[config.mk]
export PLATFORM = sky130hd
export DESIGN_NAME = code_phase_acc
export DESIGN_NICKNAME = d
export VERILOG_FILES = /design/src/rtl/cpa_pkg.sv /design/src/rtl/cpa_adv_calc.sv /design/src/rtl/cpa_carry_chain.sv /design/src/rtl/code_phase_acc.sv
export SDC_FILE = /design/constraint.sdc
export NUM_CORES = 2
export LEC_CHECK = 0
export BUFFER_PORTS_ARGS = -buffer_cell sky130_fd_sc_hd__buf_2
export CORE_AREA = 2 2 239 241
export CTS_CLUSTER_DIAMETER = 120
export DETAILED_ROUTE_END_ITERATION = 10
export DIE_AREA = 0 0 241 243
export GPL_TIMING_DRIVEN = 0
export PLACE_DENSITY = 0.79
export SLEW_MARGIN = 20
export SYNTH_ARGS = -nofsm -noshare
export SYNTH_HDL_FRONTEND = slang
export SYNTH_SLANG_ARGS = --single-unit
[constraint.sdc]
create_clock -name clk -period 14.48 [get_ports clk]
set_input_delay 0.724 -clock clk [delete_from_list [all_inputs] [get_ports clk]]
set_output_delay 0.724 -clock clk [all_outputs]
set_load 0.03 [all_outputs]
[src/rtl/cpa_pkg.sv]
package cpa_pkg;

   // one 1.5 s epoch expressed in whole code chips
   localparam longint CPA_CHIP_MOD  = 64'd15345000;
   // one week expressed in 1.5 s epochs
   localparam longint CPA_EPOCH_MOD = 64'd403200;

   function automatic int cpa_max(input int a, input int b);
      return (a > b) ? a : b;
   endfunction

endpackage

[src/rtl/cpa_adv_calc.sv]
// Forms the per-interval phase advance: (bias + velocity) * clock count.
module cpa_adv_calc #(
   parameter int INC_W  = 32,
   parameter int CNT_W  = 16,
   parameter int FRAC_W = 32
) (
   input  logic [INC_W-1:0]                bias_i,
   input  logic [INC_W-1:0]                vel_i,
   input  logic [CNT_W-1:0]                nclk_i,
   output logic [INC_W+CNT_W-FRAC_W-1:0]   adv_whole_o,
   output logic [FRAC_W-1:0]               adv_frac_o
);
   localparam int PROD_W  = INC_W + CNT_W;
   localparam int WHOLE_W = PROD_W - FRAC_W;

   initial begin
      assert (PROD_W > FRAC_W)
         else $fatal(1, "cpa_adv_calc: product must be wider than the fraction");
   end

   logic [INC_W-1:0]  step;
   logic [PROD_W-1:0] prod;

   // velocity is two's complement; the sum wraps at the step width
   assign step = bias_i + vel_i;
   assign prod = PROD_W'(step) * PROD_W'(nclk_i);

   assign adv_frac_o  = prod[FRAC_W-1:0];
   assign adv_whole_o = WHOLE_W'(prod >> FRAC_W);

endmodule

[src/rtl/cpa_carry_chain.sv]
// Adds a fixed-point advance to a (epoch, chip, fraction) count with
// modulo wrap and carry at each level. Purely combinational.
module cpa_carry_chain
   import cpa_pkg::*;
#(
   parameter int     FRAC_W    = 32,
   parameter int     CHIP_W    = 24,
   parameter int     EPOCH_W   = 19,
   parameter int     WHOLE_W   = 16,
   parameter longint CHIP_MOD  = CPA_CHIP_MOD,
   parameter longint EPOCH_MOD = CPA_EPOCH_MOD
) (
   input  logic [EPOCH_W-1:0] epoch_i,
   input  logic [CHIP_W-1:0]  chip_i,
   input  logic [FRAC_W-1:0]  frac_i,
   input  logic [WHOLE_W-1:0] adv_whole_i,
   input  logic [FRAC_W-1:0]  adv_frac_i,
   output logic [EPOCH_W-1:0] epoch_o,
   output logic [CHIP_W-1:0]  chip_o,
   output logic [FRAC_W-1:0]  frac_o
);
   localparam int XS_W = cpa_max(CHIP_W, WHOLE_W) + 2;
   localparam int ZS_W = EPOCH_W + 1;

   logic [FRAC_W:0]   frac_sum;
   logic [XS_W-1:0]   chip_sum;
   logic              chip_carry;
   logic [ZS_W-1:0]   epoch_sum;
   logic [ZS_W-1:0]   epoch_wrap;

   // fraction level: natural binary wrap, overflow is one chip
   assign frac_sum = {1'b0, frac_i} + {1'b0, adv_frac_i};
   assign frac_o   = frac_sum[FRAC_W-1:0];

   assign chip_sum = XS_W'(chip_i) + XS_W'(adv_whole_i) + XS_W'(frac_sum[FRAC_W]);

   // chip level: the modulus picks the wrap circuit
   generate
      if ((longint'(1) << CHIP_W) == CHIP_MOD) begin : g_chip_pow2
         assign chip_carry = |chip_sum[XS_W-1:CHIP_W];
         assign chip_o     = chip_sum[CHIP_W-1:0];
      end else begin : g_chip_cmp
         logic [XS_W-1:0] chip_wrap;
         assign chip_carry = (chip_sum >= XS_W'(CHIP_MOD));
         assign chip_wrap  = chip_carry ? (chip_sum - XS_W'(CHIP_MOD)) : chip_sum;
         assign chip_o     = CHIP_W'(chip_wrap);
      end
   endgenerate

   // epoch level: at most one carry arrives per addition
   assign epoch_sum  = {1'b0, epoch_i} + ZS_W'(chip_carry);
   generate
      if ((longint'(1) << EPOCH_W) == EPOCH_MOD) begin : g_epoch_pow2
         assign epoch_wrap = {1'b0, epoch_sum[EPOCH_W-1:0]};
      end else begin : g_epoch_cmp
         assign epoch_wrap = (epoch_sum >= ZS_W'(EPOCH_MOD)) ?
                             (epoch_sum - ZS_W'(EPOCH_MOD)) : epoch_sum;
      end
   endgenerate
   assign epoch_o = EPOCH_W'(epoch_wrap);

endmodule

[src/rtl/code_phase_acc.sv]
// Code phase time count for one tracking channel: epoch / chip / fraction.
module code_phase_acc
   import cpa_pkg::*;
#(
   parameter int     FRAC_W    = 32,
   parameter int     CHIP_W    = 24,
   parameter int     EPOCH_W   = 19,
   parameter int     INC_W     = 32,
   parameter int     CNT_W     = 16,
   parameter longint CHIP_MOD  = CPA_CHIP_MOD,
   parameter longint EPOCH_MOD = CPA_EPOCH_MOD
) (
   input  logic                     clk,
   input  logic                     rst_n,
   input  logic                     upd_i,
   input  logic [INC_W-1:0]         bias_i,
   input  logic [INC_W-1:0]         vel_i,
   input  logic [CNT_W-1:0]         nclk_i,
   input  logic                     load_i,
   input  logic [EPOCH_W-1:0]       ld_epoch_i,
   input  logic [CHIP_W-1:0]        ld_chip_i,
   input  logic [FRAC_W-1:0]        ld_frac_i,
   output logic                     load_err_o,
   input  logic                     snap_req_i,
   input  logic [INC_W+CNT_W-1:0]   snap_adv_i,
   output logic                     snap_valid_o,
   output logic [EPOCH_W-1:0]       snap_epoch_o,
   output logic [CHIP_W-1:0]        snap_chip_o,
   output logic [FRAC_W-1:0]        snap_frac_o,
   output logic [EPOCH_W-1:0]       epoch_o,
   output logic [CHIP_W-1:0]        chip_o,
   output logic [FRAC_W-1:0]        frac_o
);
   localparam int ADV_W   = INC_W + CNT_W;
   localparam int WHOLE_W = ADV_W - FRAC_W;

   // elaboration-time parameter checks
   initial begin
      assert (CHIP_MOD <= (longint'(1) << CHIP_W))
         else $fatal(1, "code_phase_acc: CHIP_MOD does not fit CHIP_W");
      assert (EPOCH_MOD <= (longint'(1) << EPOCH_W))
         else $fatal(1, "code_phase_acc: EPOCH_MOD does not fit EPOCH_W");
      // largest whole-chip advance must stay below one chip wrap
      assert ((longint'(1) << WHOLE_W) <= CHIP_MOD)
         else $fatal(1, "code_phase_acc: advance may exceed one chip wrap");
      assert (WHOLE_W > 0)
         else $fatal(1, "code_phase_acc: no whole-chip bits in the advance");
   end

   // live state
   logic [EPOCH_W-1:0] epoch_q;
   logic [CHIP_W-1:0]  chip_q;
   logic [FRAC_W-1:0]  frac_q;

   // update advance
   logic [WHOLE_W-1:0] adv_whole;
   logic [FRAC_W-1:0]  adv_frac;

   cpa_adv_calc #(
      .INC_W  (INC_W),
      .CNT_W  (CNT_W),
      .FRAC_W (FRAC_W)
   ) u_adv (
      .bias_i      (bias_i),
      .vel_i       (vel_i),
      .nclk_i      (nclk_i),
      .adv_whole_o (adv_whole),
      .adv_frac_o  (adv_frac)
   );

   // next state for the live count
   logic [EPOCH_W-1:0] upd_epoch;
   logic [CHIP_W-1:0]  upd_chip;
   logic [FRAC_W-1:0]  upd_frac;

   cpa_carry_chain #(
      .FRAC_W    (FRAC_W),
      .CHIP_W    (CHIP_W),
      .EPOCH_W   (EPOCH_W),
      .WHOLE_W   (WHOLE_W),
      .CHIP_MOD  (CHIP_MOD),
      .EPOCH_MOD (EPOCH_MOD)
   ) u_live_chain (
      .epoch_i     (epoch_q),
      .chip_i      (chip_q),
      .frac_i      (frac_q),
      .adv_whole_i (adv_whole),
      .adv_frac_i  (adv_frac),
      .epoch_o     (upd_epoch),
      .chip_o      (upd_chip),
      .frac_o      (upd_frac)
   );

   // snapshot copy pushed forward by the skew advance
   logic [EPOCH_W-1:0] skw_epoch;
   logic [CHIP_W-1:0]  skw_chip;
   logic [FRAC_W-1:0]  skw_frac;

   cpa_carry_chain #(
      .FRAC_W    (FRAC_W),
      .CHIP_W    (CHIP_W),
      .EPOCH_W   (EPOCH_W),
      .WHOLE_W   (WHOLE_W),
      .CHIP_MOD  (CHIP_MOD),
      .EPOCH_MOD (EPOCH_MOD)
   ) u_snap_chain (
      .epoch_i     (epoch_q),
      .chip_i      (chip_q),
      .frac_i      (frac_q),
      .adv_whole_i (snap_adv_i[ADV_W-1:FRAC_W]),
      .adv_frac_i  (snap_adv_i[FRAC_W-1:0]),
      .epoch_o     (skw_epoch),
      .chip_o      (skw_chip),
      .frac_o      (skw_frac)
   );

   // load range check
   logic ld_ok;
   assign ld_ok = ({1'b0, ld_epoch_i} < (EPOCH_W+1)'(EPOCH_MOD)) &&
                  ({1'b0, ld_chip_i}  < (CHIP_W+1)'(CHIP_MOD));

   logic load_err_q;

   always_ff @(posedge clk) begin
      if (!rst_n) begin
         epoch_q    <= '0;
         chip_q     <= '0;
         frac_q     <= '0;
         load_err_q <= 1'b0;
      end else begin
         load_err_q <= 1'b0;
         if (load_i) begin
            if (ld_ok) begin
               epoch_q <= ld_epoch_i;
               chip_q  <= ld_chip_i;
               frac_q  <= ld_frac_i;
            end else begin
               load_err_q <= 1'b1;
            end
         end else if (upd_i) begin
            epoch_q <= upd_epoch;
            chip_q  <= upd_chip;
            frac_q  <= upd_frac;
         end
      end
   end

   logic               snap_valid_q;
   logic [EPOCH_W-1:0] snap_epoch_q;
   logic [CHIP_W-1:0]  snap_chip_q;
   logic [FRAC_W-1:0]  snap_frac_q;

   always_ff @(posedge clk) begin
      if (!rst_n) begin
         snap_valid_q <= 1'b0;
         snap_epoch_q <= '0;
         snap_chip_q  <= '0;
         snap_frac_q  <= '0;
      end else begin
         snap_valid_q <= snap_req_i;
         if (snap_req_i) begin
            snap_epoch_q <= skw_epoch;
            snap_chip_q  <= skw_chip;
            snap_frac_q  <= skw_frac;
         end
      end
   end

   assign epoch_o      = epoch_q;
   assign chip_o       = chip_q;
   assign frac_o       = frac_q;
   assign load_err_o   = load_err_q;
   assign snap_valid_o = snap_valid_q;
   assign snap_epoch_o = snap_epoch_q;
   assign snap_chip_o  = snap_chip_q;
   assign snap_frac_o  = snap_frac_q;

   // ---------------------------------------------------------------
   // assertions
   // ---------------------------------------------------------------
   assert_frac_advance_R3: assert property (@(posedge clk) disable iff (!rst_n)
      (upd_i && !load_i) |=> (frac_o == FRAC_W'($past(frac_o) + $past(adv_frac))));

   assert_chip_range_R4: assert property (@(posedge clk) disable iff (!rst_n)
      ({1'b0, chip_o} < (CHIP_W+1)'(CHIP_MOD)));

   assert_epoch_range_R5: assert property (@(posedge clk) disable iff (!rst_n)
      ({1'b0, epoch_o} < (EPOCH_W+1)'(EPOCH_MOD)));

   assert_hold_R6: assert property (@(posedge clk) disable iff (!rst_n)
      (!upd_i && !load_i) |=> ($stable(epoch_o) && $stable(chip_o) && $stable(frac_o)));

   assert_load_R7: assert property (@(posedge clk) disable iff (!rst_n)
      (load_i && ld_ok) |=> (epoch_o == $past(ld_epoch_i) && chip_o == $past(ld_chip_i)
                             && frac_o == $past(ld_frac_i)));

   assert_load_reject_R8: assert property (@(posedge clk) disable iff (!rst_n)
      (load_i && !ld_ok) |=> (load_err_o && $stable(epoch_o) && $stable(chip_o)
                              && $stable(frac_o)));

   assert_no_spurious_err_R8: assert property (@(posedge clk) disable iff (!rst_n)
      !(load_i && !ld_ok) |=> !load_err_o);

   assert_snap_valid_R9: assert property (@(posedge clk) disable iff (!rst_n)
      snap_req_i |=> snap_valid_o);

   assert_snap_idle_R9: assert property (@(posedge clk) disable iff (!rst_n)
      !snap_req_i |=> !snap_valid_o);

endmodule

==> results.md <==
- Mapped Area: 31100 sq um
- Capture point of the worst reg-to-reg path: snap_epoch_o[17]$_SDFFE_PN0P_
- CTS HTree Levels: 4
- Final worst-path cycle share: 1.01
- CP peak stage delay: 650 ps
- # hold bufs at CTS: 0
- Clk_skew: 14.4 ps
- Fraction of layout cells with a size suffix above 1: 0.176
- Sequential share of the synthesized area: 0.0979
- Syn. warnings: 0
- Crit-path slowest cell: fa_2
- R2r setup slk: 3730 ps
- TritonCTS clock tree: done
- Clock tree sinks: 152
- R2R Path Start: frac_o[0]$_SDFFE_PN0P_
- RSZ-0062 raised after global routing: true
- Initial antenna violation count: 15
- CTS max path bufs: 2
- IO Port Bufs: 357
- I/O Pins: 360
- Min cycle time layout: 14580 ps
- EDFF count, synth: 0
- CP required: 14800 ps
- DR WL/cell: 21.8 microns
- Vias in the first global route: 29900
- Critical path data arrival time: 14900 ps
- Ys flop type: dfxtp_1
- Root Buffer: clkbuf_16
- MaxCap Viol Count: 0
- P&R area growth vs syn: 17.7%
- Vias after detailed routing: 31200
- Nets: 5198
- Crit Path Class: input pin to flip-flop
- Die Span Y: 243 microns
- End point of the critical path: epoch_o[16]$_SDFFE_PN0P_
- 1st-iter DRT viols: 3256
- Failing checks: negative setup slack
- Full die area: 58600 sq um
- First drt pass iteration count: 6
- Setup Viol. Count Final: 8
- Detail Placement HPWL: 87600 microns
- Drt total wl: 111000 microns
- Setup slack after layout: -97.1 ps
- Num CTS Buffers: 17
- X dimension of the die: 241 microns
- Max_slew headroom: 0.252
- Final Max Slew Viols: 0
- Clk_lat worst skew: 470 ps
- Final Hold Fails: 0
- # rows: 87
- Fmax: 0.0686 GHz
- DRT antenna net count: 0
- First-pass GRT wire length: 165000 microns
- Slew at the pin closest to its max-slew limit: 1120 ps
- Avg Cell Area, Syn: 8.08 sq um
- Grt total ovfl: 0
- CP max FO: 7
- Netlist cell types: 95
- Status: complete, but fails checks
- Hold Crit Class: flip-flop to flip-flop
- Startpoint types: input pin
- Initial core utilization: 0.555
- Final RePlAce weighted congestion: 1.01
- CP most frequent cell: fa_2
- Pin count of the biggest net entering global routing: 17
- Synth Register Bits: 152
- Async S/R FF share, synth: 0
- Vias per std cell: 6.12
- Synth Instances: 3847
- Gr usage total: 0.364
- Mapped Nets: 4733
- Final design utilization: 0.654
- DRC: 0
- Clk slew on worst S/H paths: 60 ps
- Core outline area: 56000 sq um
- Crit. Startpoint: vel_i[0]
- Worst r2r path cells: 41
- Critical Path End Type: flip-flop
synth_stat cells, drive strengths merged, types with 14 or more instances:
| library cell | n | area, sq um |
|---|---|---|
| a211o | 14 | 123 |
| a211oi | 65 | 505 |
| a21o | 96 | 728 |
| a21oi | 207 | 1040 |
| a31oi | 31 | 215 |
| and2 | 183 | 1140 |
| and3 | 26 | 163 |
| buf | 36 | 173 |
| clkbuf | 150 | 564 |
| dfxtp | 152 | 3040 |
| fa | 425 | 8510 |
| ha | 253 | 3170 |
| inv | 504 | 1890 |
| mux2i | 41 | 410 |
| nand2 | 489 | 1840 |
| nand2b | 42 | 263 |
| nand3 | 84 | 420 |
| nand4 | 28 | 175 |
| nor2 | 218 | 818 |
| nor2b | 42 | 263 |
| nor3 | 64 | 320 |
| nor4 | 17 | 106 |
| o211ai | 25 | 188 |
| o21a | 31 | 233 |
| o21ai | 151 | 767 |
| o21bai | 15 | 113 |
| or2 | 19 | 119 |
| or3 | 24 | 150 |
| xnor2 | 148 | 1300 |
| xor2 | 61 | 534 |
state kept, by name, summed over array words and instances, names as in the netlist:
register,flops
frac_o,32
snap_valid_o,1
snap_frac_o,32
epoch_o,19
snap_epoch_o,19
snap_chip_o,24
load_err_o,1
chip_o,24
worst max-delay path, delay by kind of cell:
family                     cells  cell delay [ps]
buffers and inverters         12             1090
and+or+nand+nor               19             3100
xor gates and xnor gates       3              630
AOI/OAI and AO/OA             21             3870
muxes                          1              180
adders and majority gates     14             5270
layout make-up:
cell class              count  area (sq um)
clock inverters            13           171
well taps                 756           946
plain buffers             186           913
diodes                     13          32.5
multi-input cells        3004         26600
repair buffers            446          2500
clock buffers              19           453
flip-flops and latches    152          3040
fillers                  4640         19400
inverters                 505          1900
layout by cell type (no fill, tap or decap), drive strengths merged, types with 28 or more instances in the layout:
cell type / synthesis / routed
ha: 253 / 253
a21o: 96 / 96
nand2b: 42 / 42
a31oi: 31 / 31
nand4: 28 / 28
nand3: 84 / 84
xor2: 61 / 61
o21a: 31 / 31
o21ai: 151 / 151
nor2b: 42 / 42
and2: 183 / 183
inv: 504 / 505
nor3: 64 / 64
clkbuf: 150 / 156
a211oi: 65 / 65
a21oi: 207 / 207
buf: 36 / 495
fa: 425 / 425
nor2: 218 / 218
mux2i: 41 / 41
xnor2: 148 / 148
nand2: 489 / 489
dfxtp: 152 / 152
kinds of logic after synthesis:
group / count (synthesis) / synth area share
buffers and inverters: 691 / 0.0847
DFF: 152 / 0.0979
xor gates and xnor gates: 209 / 0.0592
muxes: 43 / 0.0139
AOI/OAI and AO/OA: 786 / 0.169
and+or+nand+nor: 1288 / 0.200
adders and majority gates: 678 / 0.376
worst min-delay path by stage:
stage	slack [ps]	startpoint	endpoint	cells after the start
after floorplan	570	snap_chip_o[15]$_SDFFE_PN0P_	snap_chip_o[15]$_SDFFE_PN0P_	2
after global placement	440	snap_frac_o[31]$_SDFFE_PN0P_	snap_frac_o[31]$_SDFFE_PN0P_	2
after detailed placement	440	snap_chip_o[17]$_SDFFE_PN0P_	snap_chip_o[17]$_SDFFE_PN0P_	2
after CTS	460	snap_chip_o[17]$_SDFFE_PN0P_	snap_chip_o[17]$_SDFFE_PN0P_	2
after global routing	480	snap_chip_o[15]$_SDFFE_PN0P_	snap_chip_o[15]$_SDFFE_PN0P_	2
final	460	snap_chip_o[15]$_SDFFE_PN0P_	snap_chip_o[15]$_SDFFE_PN0P_	2
stage by stage:
step                      TNS [ps]  hold WS, ps  area (sq um)  std cells  setup slack [ps]
after floorplan              -21.6          569         31100       3847             -21.6
after global routing         -4700          479         36600       5093              -546
after CTS                        0          462         35700       5038              6.59
after global placement      -40080          436         33800       4960             -2910
final                         -407          462         36600       5094             -97.1
after detailed placement    -39750          444         33800       4960             -2830
metal layers:
layer | track usage | wire length [microns] | vias to the layer above
li1 | - | - | 13800
met1 | 0.478 | 41800 | 15200
met2 | 0.566 | 50100 | 1798
met3 | 0.0723 | 11800 | 448
met4 | 0.192 | 7310 | 2
met5 | 0 | 13 | -
what timing repair did:
action / 4_1_cts / 5_1_grt
buffers inserted: 46 / 44
pin swaps: 63 / 95
gates resized for setup: 169 / 145
cloned: 0 / 0
setup endpoints to repair: 18 / 11
Power is not shown: default switching activity piles up to over one toggle a cycle in this logic, so the estimate is an artifact.
